===== config.mk =====
export PLATFORM = sky130hd
export DESIGN_NAME = burst_addr_seq
export DESIGN_NICKNAME = d
export VERILOG_FILES = /design/src/rtl/burst_seq_pkg.sv /design/src/rtl/burst_in_stage.sv /design/src/rtl/burst_counter.sv /design/src/rtl/burst_order.sv /design/src/rtl/burst_addr_seq.sv
export SDC_FILE = /design/constraint.sdc
export NUM_CORES = 1
export LEC_CHECK = 0
export CAP_MARGIN = 15
export CORE_MARGIN = 1
export CORE_UTILIZATION = 45
export CTS_CLUSTER_DIAMETER = 100
export DETAILED_ROUTE_END_ITERATION = 12
export PLACE_DENSITY = 0.75
export SYNTH_ARGS = -nofsm -noshare
export SYNTH_HDL_FRONTEND = slang
export SYNTH_HIERARCHICAL = 1
export SYNTH_SLANG_ARGS = --single-unit

===== constraint.sdc =====
create_clock -name clk -period 1.5 [get_ports clk]
set_clock_uncertainty 0.15 [all_clocks]
set_input_delay 0.225 -clock clk [delete_from_list [all_inputs] [get_ports clk]]
set_output_delay 0.225 -clock clk [all_outputs]
set_load 0.01 [all_outputs]

===== src/rtl/burst_seq_pkg.sv =====
package burst_seq_pkg;

    // Width of the in-burst beat counter: four beats per burst.
    localparam int BURST_CNT_W = 2;
    localparam int BURST_BEATS = 1 << BURST_CNT_W;

    typedef enum logic {
        ORDER_INTERLEAVE = 1'b0,
        ORDER_LINEAR     = 1'b1
    } order_e;

    typedef enum logic [1:0] {
        SRC_NONE = 2'd0,
        SRC_PROC = 2'd1,
        SRC_CTRL = 2'd2
    } load_src_e;

    // Registered control word handed from the input stage to the counter.
    typedef struct packed {
        logic      load;
        load_src_e src;
        logic      adv;
        order_e    order;
    } seq_ctl_t;

    // Priority decode of the two strobes; processor strobe first, gated by enable.
    function automatic load_src_e pick_source(logic proc_n, logic ctrl_n, logic ce_n);
        if (!proc_n && !ce_n) return SRC_PROC;
        if (!ctrl_n)          return SRC_CTRL;
        return SRC_NONE;
    endfunction

endpackage


===== src/rtl/burst_in_stage.sv =====
module burst_in_stage
    import burst_seq_pkg::*;
#(
    parameter int ADDR_W = 19
) (
    input  logic              clk,
    input  logic              rst,
    input  logic [ADDR_W-1:0] addr_in,
    input  logic              proc_strobe_n,
    input  logic              ctrl_strobe_n,
    input  logic              ce1_n,
    input  logic              advance_n,
    input  logic              order_linear,
    output seq_ctl_t          ctl_q,
    output logic [ADDR_W-1:0] addr_q
);

    seq_ctl_t ctl_d;

    always_comb begin
        ctl_d.src   = pick_source(proc_strobe_n, ctrl_strobe_n, ce1_n);
        ctl_d.load  = (ctl_d.src != SRC_NONE);
        ctl_d.adv   = !advance_n;
        ctl_d.order = order_e'(order_linear);
    end

    always_ff @(posedge clk) begin
        if (rst) begin
            ctl_q  <= '{load: 1'b0, src: SRC_NONE, adv: 1'b0, order: ORDER_INTERLEAVE};
            addr_q <= '0;
        end else begin
            ctl_q  <= ctl_d;
            addr_q <= addr_in;
        end
    end

    // gated processor strobe alone never registers a load
    p_gate_r7: assert property (@(posedge clk) disable iff (rst)
        (!proc_strobe_n && ce1_n && ctrl_strobe_n) |=> !ctl_q.load);

    // controller strobe always registers a load
    p_ctrl_r8: assert property (@(posedge clk) disable iff (rst)
        !ctrl_strobe_n |=> ctl_q.load);

    // an enabled processor strobe is the chosen source
    p_prio_r9: assert property (@(posedge clk) disable iff (rst)
        (!proc_strobe_n && !ce1_n) |=> (ctl_q.src == SRC_PROC));

endmodule


===== src/rtl/burst_counter.sv =====
module burst_counter
    import burst_seq_pkg::*;
#(
    parameter int ADDR_W = 19,
    parameter int CNT_W  = BURST_CNT_W
) (
    input  logic              clk,
    input  logic              rst,
    input  seq_ctl_t          ctl_q,
    input  logic [ADDR_W-1:0] addr_q,
    output logic [ADDR_W-1:0] base,
    output logic [CNT_W-1:0]  beat,
    output order_e            order_r
);

    always_ff @(posedge clk) begin
        if (rst) begin
            base    <= '0;
            beat    <= '0;
            order_r <= ORDER_INTERLEAVE;
        end else begin
            order_r <= ctl_q.order;
            if (ctl_q.load) begin
                base <= addr_q;
                beat <= '0;
            end else if (ctl_q.adv) begin
                beat <= beat + CNT_W'(1);
            end
        end
    end

    // a registered load takes the base and restarts the beat
    p_load_r2: assert property (@(posedge clk) disable iff (rst)
        ctl_q.load |=> (base == $past(addr_q) && beat == '0));

    // advance without load steps the beat by one (wrapping, R6)
    p_step_r5: assert property (@(posedge clk) disable iff (rst)
        (!ctl_q.load && ctl_q.adv) |=> (beat == $past(beat) + CNT_W'(1)));

    // idle cycles hold the burst state
    p_hold_r5: assert property (@(posedge clk) disable iff (rst)
        (!ctl_q.load && !ctl_q.adv) |=> ($stable(beat) && $stable(base)));

    // every load carries a named source
    p_src_r9: assert property (@(posedge clk) disable iff (rst)
        ctl_q.load |-> (ctl_q.src != SRC_NONE));

endmodule


===== src/rtl/burst_order.sv =====
module burst_order
    import burst_seq_pkg::*;
#(
    parameter int CNT_W = BURST_CNT_W
) (
    input  logic [CNT_W-1:0] start,
    input  logic [CNT_W-1:0] beat,
    input  order_e           order,
    output logic [CNT_W-1:0] low
);

    logic [CNT_W-1:0] lin_low;
    logic [CNT_W-1:0] ilv_low;

    assign lin_low = start + beat;

    for (genvar b = 0; b < CNT_W; b++) begin : g_ilv
        assign ilv_low[b] = start[b] ^ beat[b];
    end

    assign low = (order == ORDER_LINEAR) ? lin_low : ilv_low;

endmodule


===== src/rtl/burst_addr_seq.sv =====
module burst_addr_seq
    import burst_seq_pkg::*;
#(
    parameter int ADDR_W = 19
) (
    input  logic              clk,
    input  logic              rst,
    input  logic [ADDR_W-1:0] addr_in,
    input  logic              proc_strobe_n,
    input  logic              ctrl_strobe_n,
    input  logic              ce1_n,
    input  logic              advance_n,
    input  logic              order_linear,
    output logic [ADDR_W-1:0] addr_out
);

    localparam int CNT_W = BURST_CNT_W;

    seq_ctl_t          ctl_q;
    logic [ADDR_W-1:0] addr_q;
    logic [ADDR_W-1:0] base;
    logic [CNT_W-1:0]  beat;
    logic [CNT_W-1:0]  low;
    order_e            order_r;

    burst_in_stage #(.ADDR_W(ADDR_W)) u_in (
        .clk          (clk),
        .rst          (rst),
        .addr_in      (addr_in),
        .proc_strobe_n(proc_strobe_n),
        .ctrl_strobe_n(ctrl_strobe_n),
        .ce1_n        (ce1_n),
        .advance_n    (advance_n),
        .order_linear (order_linear),
        .ctl_q        (ctl_q),
        .addr_q       (addr_q)
    );

    burst_counter #(.ADDR_W(ADDR_W), .CNT_W(CNT_W)) u_cnt (
        .clk    (clk),
        .rst    (rst),
        .ctl_q  (ctl_q),
        .addr_q (addr_q),
        .base   (base),
        .beat   (beat),
        .order_r(order_r)
    );

    burst_order #(.CNT_W(CNT_W)) u_ord (
        .start(base[CNT_W-1:0]),
        .beat (beat),
        .order(order_r),
        .low  (low)
    );

    assign addr_out = {base[ADDR_W-1:CNT_W], low};

    // upper address bits frozen between loads
    p_upper_r11: assert property (@(posedge clk) disable iff (rst)
        !ctl_q.load |=> $stable(addr_out[ADDR_W-1:CNT_W]));

endmodule


# Word-level counts from Yosys, hierarchy flattened

Index checks and enable logic that the tools add are counted.

Bits in latches: 0
Bits in writable memories: 0
Bits of input ports: 26
Flip-flop bits (word level): 44
Logic and storage cells: 25
Bits in read-only memories: 0
Memories kept: 0
Output and inout port bits: 19

Bitwise operators: 2
Equality and inequality tests: 0
$mul: 0
Shifts and indexed selects: 0
Muxes and demuxes: 8
Add/sub/neg operators: 2
Magnitude comparators: 0
Div/mod/pow operators: 0
Reduce and logical (&&, ||, !) cells: 6

Operator list:

| kind                  | count |
|---|---|
| $mux W2               | 5 |
| $logic_not A1 Y1      | 3 |
| $mux W1               | 3 |
| $add A2 B1 Y2 const B | 1 |
| $add A2 B2 Y2         | 1 |
| $reduce_bool A2 Y1    | 1 |
| $reduce_or A2 Y1      | 1 |
| $xor A1 B1 Y1         | 2 |
| $logic_and A1 B1 Y1   | 1 |

# Depth between registers and ports, before layout

Gate-level depths: netlist of the first run.

Word-level depth: 7
Depth in mapped cells: 4
Mapped depth without buffers: 3

# By module

Netlist of the first run, hierarchy kept.

By module, submodules not included:

| module         | area an instance (µm²) | sequential area each (µm²) | times used | cells each |
|---|---|---|---|---|
| burst_counter  | 817.0                  | 440.4                      | 1          | 71 |
| burst_in_stage | 661.9                  | 480.5                      | 1          | 51 |
| burst_order    | 33.8                   | 0.0                        | 1          | 4 |

# Worst setup path after synthesis of the first run

No wires, ideal clock.

Path kind: flip-flop to output port
Start point: reg u_cnt.beat[0]
End point: out addr_out[1]
Cell stages (with the launch flop): 4
Arrival time: 790 ps
Path buffers: 0
Slack: 335 ps
Required time: 1125 ps
Path through: dfxtp_1 ha_1 nand2_1 xnor2_1

Word-level cells in the longest chain between the ends: 2

RTL lines:

| element                  | RTL line             | RTL |
|---|---|---|
| start: declaration       | burst_counter.sv:12  | `output logic [CNT_W-1:0] beat,` |
| start signal: assignment | burst_counter.sv:27  | `beat <= beat + CNT_W'(1);` |
| $add A2 B2 Y2            | burst_order.sv:15    | `assign lin_low = start + beat;` |
| $mux W2                  | burst_order.sv:21    | `assign low = (order == ORDER_LINEAR) ? lin_low : ilv_low;` |
| end: declaration         | burst_addr_seq.sv:14 | `output logic [ADDR_W-1:0] addr_out` |

Every way passes these cells.

# Worst setup path after layout of the first run

Start point: reg u_cnt.beat[1]
End point: out addr_out[1]

Word-level cells in the longest chain between the ends: 2
Elaborated cells between the ends (all ways): 3
Classes of those cells: add/sub (1); mux (1); bitwise (1)

RTL lines:

| element                                               | RTL line |
|---|---|
| $add A2 B2 Y2 / $xor A1 B1 Y1 (equally long branches) | burst_order.sv:15, burst_order.sv:18 |
| $mux W2 *                                             | burst_order.sv:21 |

Every way passes the cells marked *; elsewhere a longest branch is shown, timed or not.

==> impl_metrics.csv, run 1 <==
group,metric,value,unit
run,max_cap_viol_count,0,
clock_tree,root_buffer,"clkbuf_4",
floorplanning,rows,20,
floorplanning,chipWidth,58.9,µm
hold_path,hold_class,"in2reg",
drt,wl_per_cell,10.9,µm
clock_tree,ctsHoldBuffers,0,
synthesis,syn_avg_cell_area,11.9,µm²
clock_tree,numCtsBuffers,5,
synthesis,synthesis.instances,122,
setup_path,rrSetupSlack,0.37,ns
finish,drive_above_1_share,13.5,%
run_status,violations,"setup timing",
setup_path,crit_path_top_delay_cell,"dfxtp_1",
finish,final_nets,197,
drt,drt_wl_total,2330,µm
drt,ant_nets,0,
hold_path,min_from,"advance_n",
sta,hold_violations,0,
global_routing,antenna_found_initial,0,
sta,fin_crit,1.54,ns
global_routing,grt_usage,15.6,%
setup_path,reg2reg_to,"u_cnt/base[3]$_SDFFE_PP0P_",
placed_design,postPlaceCellArea,1920,µm²
power_and_ir_drop,power_density,1050,nW/µm²
hold_path,holdPathStages,2,
setup_path,critical_path.top_delay_family,"flip-flops",
finish,fillers,257,
clock_tree,cts_tree,"done",
sta,finalCritPeriodShare,103,%
synthesis,yosys_warnings,6,
setup_path,worst_setup_path_end_kind,"output pin",
global_routing,grt_pass1_vias,965,
finish,design_area,1970,µm²
sta,hold_ws,0.261,ns
clock_tree,cts-htree-levels,2,
hold_path,whs_endpoint,"u_in/ctl_q[1]$_SDFF_PP0_",
setup_path,cp-start-kind,"register",
setup_path,crit_buf_inv,1,
floorplanning,core,3050,µm²
setup_path,cp.arrival,1.16,ns
drt,vias_per_cell,4.41,
clock_tree,cts.path.max_buffers,2,
floorplanning,start_util,47.7,%
clock_tree,clk_latency,0.33,ns
clock_tree,clock-sinks,44,
finish,final_common_cell,"dfxtp_1",
power_and_ir_drop,power.leakage,0.000862,µW
sta,maxSlewViolCount,0,
finish,most-common-layout-cells,"41 x dfxtp_1, 25 x clkdlybuf4s50_1, 21 x nor2b_1, 20 x nor2_1, 19 x mux2i_1",
sta,tightest_slew,0.209,ns
finish,diodes,0,
setup_path,reg2reg_from,"u_in/ctl_q[4]$_SDFF_PP0_",
global_routing,grt_pass1_wl,3870,µm
setup_path,path_class,"reg2out",
sta,fmax,650,MHz
floorplanning,die_h,58.9,µm
drt,drt_pass1_iterations,3,
power_and_ir_drop,peakVddDrop,0.589,mV
drt,dr.first_iter.drc_count,25,
sta,rsz0062_at_grt,"yes",
drt,num_vias,944,
sta,setup-violations-final,1,
finish,area_delta_synth_final,35.1,%
sta,setup_slack,-0.0395,ns
setup_path,worstPathRequired,1.12,ns
synthesis,syn_area,1460,µm²
setup_path,max_stage_delay,0.37,ns
floorplanning,die_area,3470,µm²
synthesis,syn_nets,149,
run_status,status,"finished with violations",
setup_path,r2r_cells,3,
placed_design,dp_hpwl,1630,µm
setup_path,crit_path_cell_trace,"xor2_1 > xnor2_1 > buf_2",
drt,remaining_drc_errors,0,
global_routing,grt_max_degree,45,
clock_tree,clkTransAtPathRegs,0.11,ns
placed_design,port-buffer-count,44,
sta,relSlewSlack,86.0,%
clock_tree,cts_setup_buffers,0,
global_routing,grt.overflow.total,0,
setup_path,crit_path_max_fanout,3,
placed_design,gp_congestion,0.654,
floorplanning,top_level_ports,45,
timing repair:
item	in CTS	in global routing
resized for setup	26	5
pin swaps	0	3
endpoints found under the setup margin	19	2
hold endpoints to repair	0	0
worst max path at each step:
| stage | start | to | depth (start not counted) |
|---|---|---|---|
| final | u_cnt/beat[1]$_SDFFE_PP0P_ | addr_out[1] | 3 |
| after CTS | u_cnt/beat[0]$_SDFFE_PP0P_ | addr_out[1] | 4 |
| after detailed placement | u_cnt/beat[0]$_SDFFE_PP0P_ | addr_out[1] | 4 |
| after floorplan | u_cnt/beat[0]$_SDFFE_PP0P_ | addr_out[1] | 3 |
| after global routing | u_cnt/base[0]$_SDFFE_PP0P_ | addr_out[1] | 4 |
| after global placement | u_cnt/beat[0]$_SDFFE_PP0P_ | addr_out[1] | 4 |
stage by stage:
step | TNS (ns) | total power, µW | std cells | setup slack, ns | util [%]
after CTS | -0.0825 | 2090 | 214 | -0.0825 | 63.9
after detailed placement | -0.0987 | 1500 | 207 | -0.0987 | 62.7
after global routing | -0.124 | 2170 | 214 | -0.124 | 64.5
after floorplan | 0 | 1390 | 122 | 0.335 | -
final | -0.0395 | 2060 | 214 | -0.0395 | 64.5
after global placement | -0.0724 | 1500 | 207 | -0.0724 | 62.7
power breakdown:
| group | switching [µW] | internal, µW | total [µW] |
|---|---|---|---|
| Sequential | 20.5 | 1220 | 1240 |
| Clock | 331 | 266 | 597 |
| Combinational | 83.4 | 134 | 217 |
sequential cells by signal (all words and copies together), names as in the netlist:
| name | flops |
|---|---|
| u_in/addr_q | 19 |
| u_cnt/base | 19 |
| u_cnt/beat | 2 |
| u_cnt/order_r | 1 |
| u_in/ctl_q | 3 |
metal layers:
| layer | wire, µm | global-route usage (%) | vias to the layer above |
|---|---|---|---|
| met5 | 0 | 0 | - |
| met4 | 44 | 9.18 | 0 |
| met3 | 138 | 4.62 | 7 |
| met2 | 1190 | 27.4 | 35 |
| met1 | 957 | 16.3 | 421 |
| li1 | - | - | 481 |
layout make-up:
class	count	area, µm²	area share, %
Clock buffer	7	65.1	3.31
Multi-Input combinational cell	71	512	26.0
Sequential cell	44	885	44.9
Tap cell	44	55.1	2.80
Timing Repair Buffer	48	452	22.9
worst register-to-register path: stages (launching register included):
cell,delay [ns]
dfxtp_1,0.35
buf_4,0.24
mux2i_1,0.23
nor2_1,0.06
(Power assumes the default switching activity.)
==> run 2: changes to the inputs <==
--- a/config.mk
+++ b/config.mk
@@ -6,9 +6,9 @@
 export NUM_CORES = 1
 export LEC_CHECK = 0
 export CAP_MARGIN = 15
-export CORE_MARGIN = 1
 export CORE_UTILIZATION = 45
 export CTS_CLUSTER_DIAMETER = 100
+export CTS_CLUSTER_SIZE = 28
 export DETAILED_ROUTE_END_ITERATION = 12
 export PLACE_DENSITY = 0.75
 export SYNTH_ARGS = -nofsm -noshare
==> results of run 2 <==
The final DEF is identical to that of run 1; final timing and power are the same.
